==> config.mk <==
export PLATFORM = sky130hd
export DESIGN_NAME = rs_syndrome_calc
export DESIGN_NICKNAME = d
export VERILOG_FILES = /design/src/rtl/rs_syn_pkg.sv /design/src/rtl/rs_syn_ctrl.sv /design/src/rtl/rs_syn_cell.sv /design/src/rtl/rs_syn_era.sv /design/src/rtl/rs_syndrome_calc.sv
export SDC_FILE = /design/constraint.sdc
export NUM_CORES = 2
export LEC_CHECK = 0
export BUFFER_PORTS_ARGS = -buffer_cell sky130_fd_sc_hd__buf_2
export CORE_ASPECT_RATIO = 1.4
export CORE_MARGIN = 3
export CORE_UTILIZATION = 45
export CTS_CLUSTER_SIZE = 12
export DETAILED_ROUTE_END_ITERATION = 6
export PLACE_DENSITY = 0.72
export SYNTH_ARGS = -nofsm -noshare
export SYNTH_HDL_FRONTEND = slang
export SYNTH_SLANG_ARGS = --single-unit
==> constraint.sdc <==
create_clock -name clk_i -period 16.5 [get_ports clk_i]
set_clock_uncertainty 0.2 [all_clocks]
set_input_delay 1.65 -clock clk_i [delete_from_list [all_inputs] [get_ports clk_i]]
set_output_delay 1.65 -clock clk_i [all_outputs]
set_load 0.01 [all_outputs]
==> src/rtl/rs_syn_pkg.sv <==
package rs_syn_pkg;
  localparam int SYM_W = 8;
  localparam int LEN_W = 8;

  function automatic logic [7:0] gf_mul(input logic [7:0] a, input logic [7:0] b,
                                        input logic [8:0] poly);
    logic [7:0] p;
    logic [7:0] x;
    p = 8'h00;
    x = a;
    for (int i = 0; i < 8; i++) begin
      if (b[i]) p = p ^ x;
      x = {x[6:0], 1'b0} ^ (x[7] ? poly[7:0] : 8'h00);
    end
    return p;
  endfunction

  // square-and-multiply, exponent up to 511
  function automatic logic [7:0] gf_pow(input logic [7:0] a, input logic [8:0] e,
                                        input logic [8:0] poly);
    logic [7:0] r;
    logic [7:0] s;
    r = 8'h01;
    s = a;
    for (int i = 0; i < 9; i++) begin
      if (e[i]) r = gf_mul(r, s, poly);
      s = gf_mul(s, s, poly);
    end
    return r;
  endfunction

  function automatic logic [8:0] field_poly(input bit conv_b);
    return conv_b ? 9'h187 : 9'h11D;
  endfunction

  function automatic int first_root(input bit conv_b);
    return conv_b ? 120 : 0;
  endfunction
endpackage

==> src/rtl/rs_syn_ctrl.sv <==
module rs_syn_ctrl #(
  parameter int MAX_CHK = 20,
  parameter int CHK_W   = 5,
  parameter int LEN_W   = 8
) (
  input  logic             clk_i,
  input  logic             rst_ni,
  input  logic             valid_i,
  input  logic             frame_start_i,
  input  logic [LEN_W-1:0] cfg_len_i,
  input  logic [CHK_W-1:0] cfg_chk_i,
  output logic             start_o,
  output logic             step_o,
  output logic             last_o,
  output logic [LEN_W-1:0] len_eff_o,
  output logic [CHK_W-1:0] chk_eff_o,
  output logic [CHK_W-1:0] chk_q_o
);
  logic             active_q;
  logic [LEN_W-1:0] idx_q, len_q;
  logic [CHK_W-1:0] chk_q, chk_in;

  assign chk_in    = (cfg_chk_i > CHK_W'(MAX_CHK)) ? CHK_W'(MAX_CHK) : cfg_chk_i;
  assign start_o   = valid_i & frame_start_i;
  assign step_o    = valid_i & ~frame_start_i & active_q;
  assign last_o    = step_o & (idx_q == len_q - 1'b1);
  assign len_eff_o = start_o ? cfg_len_i : len_q;
  assign chk_eff_o = start_o ? chk_in : chk_q;
  assign chk_q_o   = chk_q;

  always_ff @(posedge clk_i or negedge rst_ni) begin
    if (!rst_ni) begin
      active_q <= 1'b0;
      idx_q    <= '0;
      len_q    <= '0;
      chk_q    <= '0;
    end else if (start_o) begin
      active_q <= 1'b1;
      idx_q    <= LEN_W'(1);
      len_q    <= cfg_len_i;
      chk_q    <= chk_in;
    end else if (step_o) begin
      idx_q <= idx_q + 1'b1;
      if (last_o) active_q <= 1'b0;
    end
  end
endmodule

==> src/rtl/rs_syn_cell.sv <==
module rs_syn_cell #(
  parameter logic [7:0] ROOT = 8'h01,
  parameter logic [8:0] POLY = 9'h11D
) (
  input  logic       clk_i,
  input  logic       rst_ni,
  input  logic       start_i,
  input  logic       step_i,
  input  logic [7:0] sym_i,
  output logic [7:0] acc_d_o
);
  logic [7:0] acc_q;

  // Horner step: acc * root + symbol
  always_comb begin
    if (start_i)     acc_d_o = sym_i;
    else if (step_i) acc_d_o = rs_syn_pkg::gf_mul(acc_q, ROOT, POLY) ^ sym_i;
    else             acc_d_o = acc_q;
  end

  always_ff @(posedge clk_i or negedge rst_ni) begin
    if (!rst_ni) acc_q <= '0;
    else         acc_q <= acc_d_o;
  end
endmodule

==> src/rtl/rs_syn_era.sv <==
module rs_syn_era #(
  parameter int         MAX_CHK = 20,
  parameter int         CHK_W   = 5,
  parameter logic [8:0] POLY    = 9'h11D
) (
  input  logic                   clk_i,
  input  logic                   rst_ni,
  input  logic                   start_i,
  input  logic                   step_i,
  input  logic                   erased_i,
  input  logic [7:0]             len_i,
  input  logic [CHK_W-1:0]       chk_i,
  output logic [MAX_CHK*8-1:0]   list_d_o,
  output logic [CHK_W-1:0]       cnt_d_o,
  output logic                   ovf_d_o
);
  localparam logic [7:0] A_INV = rs_syn_pkg::gf_pow(8'h02, 9'd254, POLY);

  logic [7:0]           pos_q, first_pow, loc;
  logic [MAX_CHK*8-1:0] list_q;
  logic [CHK_W-1:0]     cnt_q, base;
  logic                 ovf_q, accept, wr;

  assign first_pow = rs_syn_pkg::gf_pow(8'h02, {1'b0, len_i} - 9'd1, POLY);
  assign loc       = start_i ? first_pow : pos_q;
  assign accept    = start_i | step_i;
  assign base      = start_i ? '0 : cnt_q;
  assign wr        = accept & erased_i & (base < chk_i);
  assign cnt_d_o   = base + CHK_W'(wr);
  assign ovf_d_o   = start_i ? (erased_i & (chk_i == '0))
                             : (ovf_q | (step_i & erased_i & (cnt_q >= chk_i)));

  for (genvar k = 0; k < MAX_CHK; k++) begin : g_slot
    assign list_d_o[k*8 +: 8] = (wr && base == CHK_W'(k)) ? loc :
                                start_i ? 8'h00 : list_q[k*8 +: 8];
  end

  always_ff @(posedge clk_i or negedge rst_ni) begin
    if (!rst_ni) begin
      pos_q  <= '0;
      list_q <= '0;
      cnt_q  <= '0;
      ovf_q  <= 1'b0;
    end else begin
      if (accept) pos_q <= rs_syn_pkg::gf_mul(loc, A_INV, POLY);
      list_q <= list_d_o;
      cnt_q  <= cnt_d_o;
      ovf_q  <= ovf_d_o;
    end
  end
endmodule

==> src/rtl/rs_syndrome_calc.sv <==
module rs_syndrome_calc #(
  parameter int  MAX_CHK = 20,
  parameter bit  CONV_B  = 1'b0,
  localparam int CHK_W   = $clog2(MAX_CHK + 1)
) (
  input  logic                 clk_i,
  input  logic                 rst_ni,
  input  logic [7:0]           cfg_len_i,
  input  logic [CHK_W-1:0]     cfg_chk_i,
  input  logic [7:0]           sym_i,
  input  logic                 sym_valid_i,
  input  logic                 frame_start_i,
  input  logic                 erased_i,
  output logic                 done_o,
  output logic [MAX_CHK*8-1:0] synd_o,
  output logic [MAX_CHK*8-1:0] era_loc_o,
  output logic [CHK_W-1:0]     era_cnt_o,
  output logic                 era_ovf_o
);
  localparam logic [8:0] POLY = rs_syn_pkg::field_poly(CONV_B);
  localparam int         B0   = rs_syn_pkg::first_root(CONV_B);

  logic                 start, step, last;
  logic [7:0]           len_eff;
  logic [CHK_W-1:0]     chk_eff, chk_cur, cnt_d;
  logic [MAX_CHK*8-1:0] acc_d, synd_mask, list_d;
  logic                 ovf_d;

  rs_syn_ctrl #(.MAX_CHK(MAX_CHK), .CHK_W(CHK_W), .LEN_W(rs_syn_pkg::LEN_W)) i_ctrl (
    .clk_i, .rst_ni,
    .valid_i(sym_valid_i), .frame_start_i,
    .cfg_len_i, .cfg_chk_i,
    .start_o(start), .step_o(step), .last_o(last),
    .len_eff_o(len_eff), .chk_eff_o(chk_eff), .chk_q_o(chk_cur)
  );

  for (genvar j = 0; j < MAX_CHK; j++) begin : g_cell
    localparam logic [7:0] ROOT = rs_syn_pkg::gf_pow(8'h02, 9'(B0 + j), POLY);
    rs_syn_cell #(.ROOT(ROOT), .POLY(POLY)) i_cell (
      .clk_i, .rst_ni,
      .start_i(start), .step_i(step), .sym_i,
      .acc_d_o(acc_d[j*8 +: 8])
    );
    assign synd_mask[j*8 +: 8] = (CHK_W'(j) < chk_eff) ? acc_d[j*8 +: 8] : 8'h00;
  end

  rs_syn_era #(.MAX_CHK(MAX_CHK), .CHK_W(CHK_W), .POLY(POLY)) i_era (
    .clk_i, .rst_ni,
    .start_i(start), .step_i(step), .erased_i,
    .len_i(len_eff), .chk_i(chk_eff),
    .list_d_o(list_d), .cnt_d_o(cnt_d), .ovf_d_o(ovf_d)
  );

  always_ff @(posedge clk_i or negedge rst_ni) begin
    if (!rst_ni) begin
      done_o    <= 1'b0;
      synd_o    <= '0;
      era_loc_o <= '0;
      era_cnt_o <= '0;
      era_ovf_o <= 1'b0;
    end else begin
      done_o <= last;
      if (last) begin
        synd_o    <= synd_mask;
        era_loc_o <= list_d;
        era_cnt_o <= cnt_d;
        era_ovf_o <= ovf_d;
      end
    end
  end
endmodule

# Word level (Yosys, flattened, before mapping)
# Cells that the tools add are included.
op_classes:
  add_sub_neg: 4
  order_cmp: 23
  n_eq_ne: 20
  n_mux: 390
  n_bitwise: 229
  reduce_logical: 25
op_table:
  columns: ["cell", "n"]
  rows:
  - ["$mux W8", 241]
  - ["$xor A8 B8 Y8", 212]
  - ["$mux W5", 144]
  - ["$eq A5 B4 Y1 const B", 8]
  - ["$lt A4 B5 Y1 const A", 8]
  - ["$xor A8 B5 Y8", 5]
  - ["$eq A5 B3 Y1 const B", 4]
  - ["$eq A5 B5 Y1 const B", 4]
  - ["$logic_and A1 B1 Y1", 20]
  - ["$lt A3 B5 Y1 const A", 4]
  - ["$lt A5 B5 Y1 const A", 4]
  - ["$eq A5 B2 Y1 const B", 2]
  - ["$logic_not A5 Y1", 2]
  - ["$lt A1 B5 Y1 const A", 2]
  - ["$lt A2 B5 Y1 const A", 2]
  - ["$and A1 B1 Y1", 9]
  - ["$sub A8 B1 Y9 const B", 1]
  - ["$add A8 B1 Y8 const B", 1]
  - ["$eq A8 B8 Y1", 1]
  - ["$sub A8 B1 Y8 const B", 1]
  - ["$add A5 B1 Y5", 1]
  - ["$eq A5 B1 Y1 const B", 1]
  - ["$ge A5 B5 Y1", 1]
  - ["$gt A5 B5 Y1 const B", 1]
  - ["other kinds (7)", 12]
totals:
  regBits: 683
  in_bits: 26
  elab_cells: 724

# Depth between registers and ports, before layout
depth:
  depth_word: 109
  depth_mapped: 28
  ltp_nobuf: 23

# Hierarchy
# Synthesis repeated with hierarchy kept, for this count alone.
hier_totals:
  cells_unflattened: 3349
  hier_area_um2: 35801.8
by_module_without_submodules:
  columns: ["module", "instances", "cells_per_inst", "area_each_um2", "seq_area_each_um2"]
  rows:
  - ["rs_syndrome_calc", 1, 828, 12361.9, 8182.8]
  - ["rs_syn_era", 1, 1057, 9829.4, 4354.2]
  - ["rs_syn_ctrl", 1, 127, 1231.2, 550.5]
  - ["rs_syn_cell (g_cell[13].i_cell)", 1, 75, 721.9, 200.2]
  - ["rs_syn_cell (g_cell[16].i_cell)", 1, 80, 688.2, 200.2]
  - ["rs_syn_cell (g_cell[6].i_cell)", 1, 72, 681.9, 200.2]
  - ["rs_syn_cell (g_cell[8].i_cell)", 1, 79, 676.9, 200.2]
  - ["rs_syn_cell (g_cell[5].i_cell)", 1, 74, 669.4, 200.2]
  - ["rs_syn_cell (g_cell[19].i_cell)", 1, 69, 666.9, 200.2]
  - ["rs_syn_cell (g_cell[10].i_cell)", 1, 73, 665.6, 200.2]
  - ["rs_syn_cell (g_cell[18].i_cell)", 1, 74, 655.6, 200.2]
  - ["rs_syn_cell (g_cell[17].i_cell)", 1, 68, 649.4, 200.2]
  - ["rs_syn_cell (g_cell[15].i_cell)", 1, 71, 641.9, 200.2]
  - ["rs_syn_cell (g_cell[7].i_cell)", 1, 63, 623.1, 200.2]
  - ["+9 rows", null, null, null, null]

# Least setup slack after synthesis
# No wires, ideal clock.
synth_timing:
  path_type: "input to register"
  start: "input frame_start_i"
  end: "register era_loc_o[3]"
  setup_ns: 0.125
  t_arrival_ns: 7.537
  t_required_ns: 16.175
  slack_ns: 8.638
  stages: 27
  n_path_buf: 5
  path_cell_list: "buf_4 > buf_6 > nand2_4 > buf_2 > a21oi_1 > ha_1 > clkbuf_1 > inv_1 > a21oi_2 > or4_1 > nand3_1 > nand3_2 > nor2_2 > xor3_1 > a2111oi_0 > a221oi_1 > xnor2_1 > xnor3_1 > mux2_2 > a21oi_1 > or4_1 > o2111ai_1 > or4b_1 > nand3_4 > buf_6 > a21bo_1 > mux2_2"
synth_between:
  elab_chain_cells: 70
  word_cells_on_any_way: 135
  classes_between: "1 x add/sub; 1 x order compare; 66 x mux; 65 x bitwise; 2 x reduce/logical"
synth_lines:
  columns: ["element", "line", "text"]
  rows:
  - ["start: declaration", "rs_syndrome_calc.sv:12", "input logic frame_start_i,"]
  - ["$and A1 B1 Y1", "rs_syn_ctrl.sv:24", "assign start_o = valid_i & frame_start_i;"]
  - ["$mux W8", "rs_syn_ctrl.sv:27", "assign len_eff_o = start_o ? cfg_len_i : len_q;"]
  - ["$sub A8 B1 Y9", "rs_syn_era.sv:24", "assign first_pow = rs_syn_pkg::gf_pow(8'h02, {1'b0, len_i} - 9'd1, POLY);"]
  - ["$mux W2", "rs_syn_pkg.sv:26", "if (e[i]) r = gf_mul(r, s, poly);"]
  - ["$xor A8 B8 Y8 (2 in series)", "rs_syn_pkg.sv:13", "x = {x[6:0], 1'b0} ^ (x[7] ? poly[7:0] : 8'h00);"]
  - ["$xor A8 B8 Y8", "rs_syn_pkg.sv:12", "if (b[i]) p = p ^ x;"]
  - ["$mux W8", "rs_syn_pkg.sv:26", null]
  - ["$xor A8 B8 Y8 (4 in series)", "rs_syn_pkg.sv:13", null]
  - ["(+51 left out)", null, null]
  - ["$xor A8 B8 Y8 or $mux W8 (tied branches)", "rs_syn_pkg.sv:12, rs_syn_pkg.sv:26", null]
  - ["$mux W8 or $mux W5 (tied branches)", "rs_syn_pkg.sv:26, rs_syn_pkg.sv:13", null]
  - ["$xor A8 B8 Y8", "rs_syn_pkg.sv:13", null]
  - ["$xor A8 B8 Y8", "rs_syn_pkg.sv:12", null]
  - ["$mux W8", "rs_syn_pkg.sv:26", null]
  - ["$mux W8", "rs_syn_era.sv:25", "assign loc = start_i ? first_pow : pos_q;"]
  - ["$mux W8 *", "rs_syn_era.sv:34", "assign list_d_o[k*8 +: 8] = (wr && base == CHK_W'(k)) ? loc :"]
  - ["named net i_era.list_d_o[3]", "rs_syn_era.sv:13", "output logic [MAX_CHK*8-1:0] list_d_o,"]
  - ["end signal: assignment", "rs_syndrome_calc.sv:65", "era_loc_o <= list_d;"]
  - ["end: declaration", "rs_syndrome_calc.sv:16", "output logic [MAX_CHK*8-1:0] era_loc_o,"]
# The timed path passes the listed nets; every way through them passes the cells marked *. The select of a mux whose other input is x is not followed.
# A chain may end at the register's enable or synchronous reset.

# Worst setup path after layout
layout_timing:
  start: "input frame_start_i"
  end: "register era_loc_o[134]"
layout_between:
  elab_chain_cells: 70
  word_cells_on_any_way: 133
  classes_between: "1 x add/sub; 1 x order compare; 1 x eq/ne; 64 x mux; 65 x bitwise; 1 x reduce/logical"
layout_lines:
  columns: ["element", "line"]
  rows:
  - ["$and A1 B1 Y1", "rs_syn_ctrl.sv:24"]
  - ["$mux W8", "rs_syn_ctrl.sv:27"]
  - ["$sub A8 B1 Y9", "rs_syn_era.sv:24"]
  - ["$mux W2", "rs_syn_pkg.sv:26"]
  - ["$xor A8 B8 Y8 (2 in series)", "rs_syn_pkg.sv:13"]
  - ["$xor A8 B8 Y8", "rs_syn_pkg.sv:12"]
  - ["$mux W8", "rs_syn_pkg.sv:26"]
  - ["$xor A8 B8 Y8 (4 in series)", "rs_syn_pkg.sv:13"]
  - ["(+51 left out)", null]
  - ["$xor A8 B8 Y8", "rs_syn_pkg.sv:12"]
  - ["$mux W8", "rs_syn_pkg.sv:26"]
  - ["$xor A8 B8 Y8", "rs_syn_pkg.sv:13"]
  - ["$xor A8 B8 Y8", "rs_syn_pkg.sv:12"]
  - ["$mux W8", "rs_syn_pkg.sv:26"]
  - ["$mux W8", "rs_syn_era.sv:25"]
  - ["$mux W8 *", "rs_syn_era.sv:34"]
  - ["named net i_era.list_d_o[134]", "rs_syn_era.sv:13"]
# Marks and branches as above.

==> flow_summary.ini <==
[pwr]
vdd_drop_max_v = 0.000103
switching_share_pct = 40.4
power.density_nw_per_um2 = 187
p_sw_uw = 3000
seqPwrFrac_pct = 32.6
p_leak_uw = 0.0190
clkPwrFrac_pct = 21.7
p_comb_share_pct = 45.6
cellInternalPower_uw = 4430

[setup_path]
cp-start-kind = primary input
arrival_ns = 10.09
worst_path_max_delay_cell = a21oi_2
endpoint_kind = register
path_max_fanout = 67
critical-path-max-stage-delay_ns = 0.96
crit_type = in -> reg
cp_common_cell = a21oi_1
cp.required_ns = 16.84
cp_cell_sequence = buf_4 > nand2_8 > a21oi_1 > ha_1 > inv_1 > a21oi_2 > o21ai_0 > a31o_2 > a21oi_1 > o22ai_1 > xnor2_1 > a2111oi_0 > a221oi_1 > xor2_1 > mux2i_1 > xor2_1 > nand3_1 > a31o_2 > nand3_1 > a21oi_1 > a21oi_2 > o21ai_0 > mux2_2

[detailed_routing]
drcViolationCount = 0
wirelength_um = 117000
postRouteAntennaNets = 0
via_count = 29808
routedWlPerCell_um = 23.1
drt_first_pass_iters = 6
via_per_inst = 5.92
drt_iter0_drc = 2759

[clock_network]
cts_tree = yes
cts-resized-gates = 0
clkTransAtPathRegs_ns = 0.06
cts_num_sinks = 683
root_buffer = clkbuf_16
cts_buffers = 72
postCtsSetupRepairBufs = 0
htreeDepth = 3
clockBufferDepth = 3
clock_latency_ns = 0.66
cts.hold.buffers_added = 0

[global_route]
grt_pass1_vias = 29186
grt_pass1_wl_um = 177000
antenna_found_initial = 0
globalRouteOverflowTotal = 0
grt_use_total_pct = 27.9
grt_max_degree = 195

[synthesis]
netlist_area_um2 = 35200
syn_nets = 3823
synth_warnings = 0
postSynth.asyncResetShare_pct = 100
synth_top_area_cell = dfrtp_1
synth_flop_cell = dfrtp_1
synth_seq_area_share_pct = 48.6
synth-edff-count = 0
synth_seq_cells = 683
synth.avg_cell_area_um2 = 9.31
synthesis.instances = 3779
ys_top_cells_by_area = dfrtp_1 (49%), nand2_1 (7.1%), xnor2_1 (6.4%)
synthTopCellsByCount = dfrtp_1 (683), nand2_1 (667), a21oi_1 (290)
yosysMostFrequentCell = dfrtp_1
synth_top_area_share_pct = 48.6
synth.distinct_cells = 101

[placed_design]
dpl.hpwl_um = 79300
dp_cells = 4928
numPortBuffers = 352
place_area_um2 = 37600
place_ws_ns = 6.29
gp_congestion = 0.903

[final_layout]
finish.instance_area_um2 = 39900
nets = 4009
fin_cells = 5039
synthToLayoutAreaGrowth_pct = 13.3
drive_above_1_share_pct = 16.7
diodes = 0

[die]
fp.dieW_um = 242
chipHeight_um = 337
dieArea_um2 = 81600
core-area_um2 = 77000
start_util_pct = 45.7
io_pins = 353
rows = 120

[sta]
period_minus_slack_ns = 9.75
hold_slack_ns = 0.269
maxSlewHeadroom_pct = 14.6
rsz0062_at_grt = false
slew_violations = 0
worst_pin_slew_ns = 1.28
setup_tns_ns = 0
fmax_ghz = 0.103
hold_violations = 0
fin_crit_sh_pct = 59.1
setup_violations = 0
timing.final.ws_setup_ns = 6.75

[outcome]
outcome = complete, no violations

[run]
drv_cap = 0

[hold_path]
holdCritPathClass = reg -> reg
path summary, 6_finish.rpt:
path,start,to,slack [ns],cells past startpoint
hold reg to reg,era_loc_o[159]$_DFFE_PN0P_,era_loc_o[159]$_DFFE_PN0P_,0.27,2
setup reg to reg,i_ctrl.len_q[0]$_DFF_PN0_,era_loc_o[134]$_DFFE_PN0P_,8.43,21
min in group asynchronous,rst_ni,g_cell[2].i_cell.acc_q[5]$_DFF_PN0_,0.78,1
setup / recovery,frame_start_i,era_loc_o[134]$_DFFE_PN0P_,6.75,23
max in group asynchronous,rst_ni,i_era.list_q[39]$_DFF_PN0_,12.34,4
hold / removal,era_loc_o[159]$_DFFE_PN0P_,era_loc_o[159]$_DFFE_PN0P_,0.27,2
cells by family (layout without fill, tap and decap cells):
kind of cell    Yosys count  in the layout  synth area share [%]
flops                   683            683                  48.6
xor+xnor                384            384                  10.2
buf+inv                 353            576                  3.87
compound gates          983            983                  18.4
simple gates           1266           1266                  15.5
mux                      92             92                  2.81
fa+ha+maj                18             18                 0.640
routing by layer:
layer | part of all wire, % | global-route usage [%]
met2 | 48 | 47.4
met5 | 0 | 0
met3 | 8.2 | 5.76
met4 | 5.9 | 15.2
met1 | 38 | 33.4
layout by cell type, fill, tap and decap left out, drive strengths merged, types with 16 or more instances in the layout:
master  Yosys  routed
or3        20      20
a22o       75      75
mux2       42      42
buf        61     404
a31oi      69      69
clkbuf    231      92
mux2i      50      50
o22ai      61      61
o221a      54      54
nand2     668     668
nand3     131     131
xnor2     262     262
nor3       41      41
o221ai     16      16
o21ai     234     234
a31o       20      20
inv        58      59
a21oi     291     291
dfrtp     683     683
and2       27      27
clkinv      3      16
a211oi     19      19
ha         18      18
nor2      282     282
nand2b     19      19
xor2      109     109
final cells by class:
class	instances	area (um2)
fill	6962	37200
inverter	61	236
clock inverter	19	315
clock buffer	92	1980
tap	1037	1300
multi-input combinational	2743	16800
sequential	683	17100
timing repair buffer	404	2180
critical path, delay by kind of cell:
kind / cells / cell delay (ns)
AOI/OAI and AO/OA: 12 / 4.37
xor gates and xnor gates: 3 / 1.08
adders and majority gates: 1 / 0.65
buffers and inverters: 2 / 0.81
muxes: 2 / 0.70
and+or+nand+nor: 3 / 0.75
sequential cells by signal (all words and copies together), names as in the netlist:
register             cells
i_era.cnt_q              5
i_ctrl.active_q          1
i_ctrl.len_q             8
done_o                   1
i_ctrl.chk_q_o           5
i_era.list_q           160
era_cnt_o                5
era_ovf_o                1
synd_o                 160
i_era.pos_q              8
g_cell.i_cell.acc_q    160
i_ctrl.idx_q             8
era_loc_o              160
i_era.ovf_q              1
power groups by stage:
stage                     clock network (uW)  logic (uW)  registers [uW]
after global placement                     0        3300            2440
after floorplan                            0        2690            2290
after CTS                               1640        3380            2420
final                                   1620        3390            2430
after detailed placement                   0        3350            2440
after global routing                    1700        3700            2470
metrics by stage:
stage	util, %	total power [uW]
after global placement	48.8	5740
after CTS	51.8	7440
after global routing	51.8	7870
after detailed placement	48.8	5790
final	51.8	7430
after floorplan	-	4970
Power figures use the tool's default switching activity.
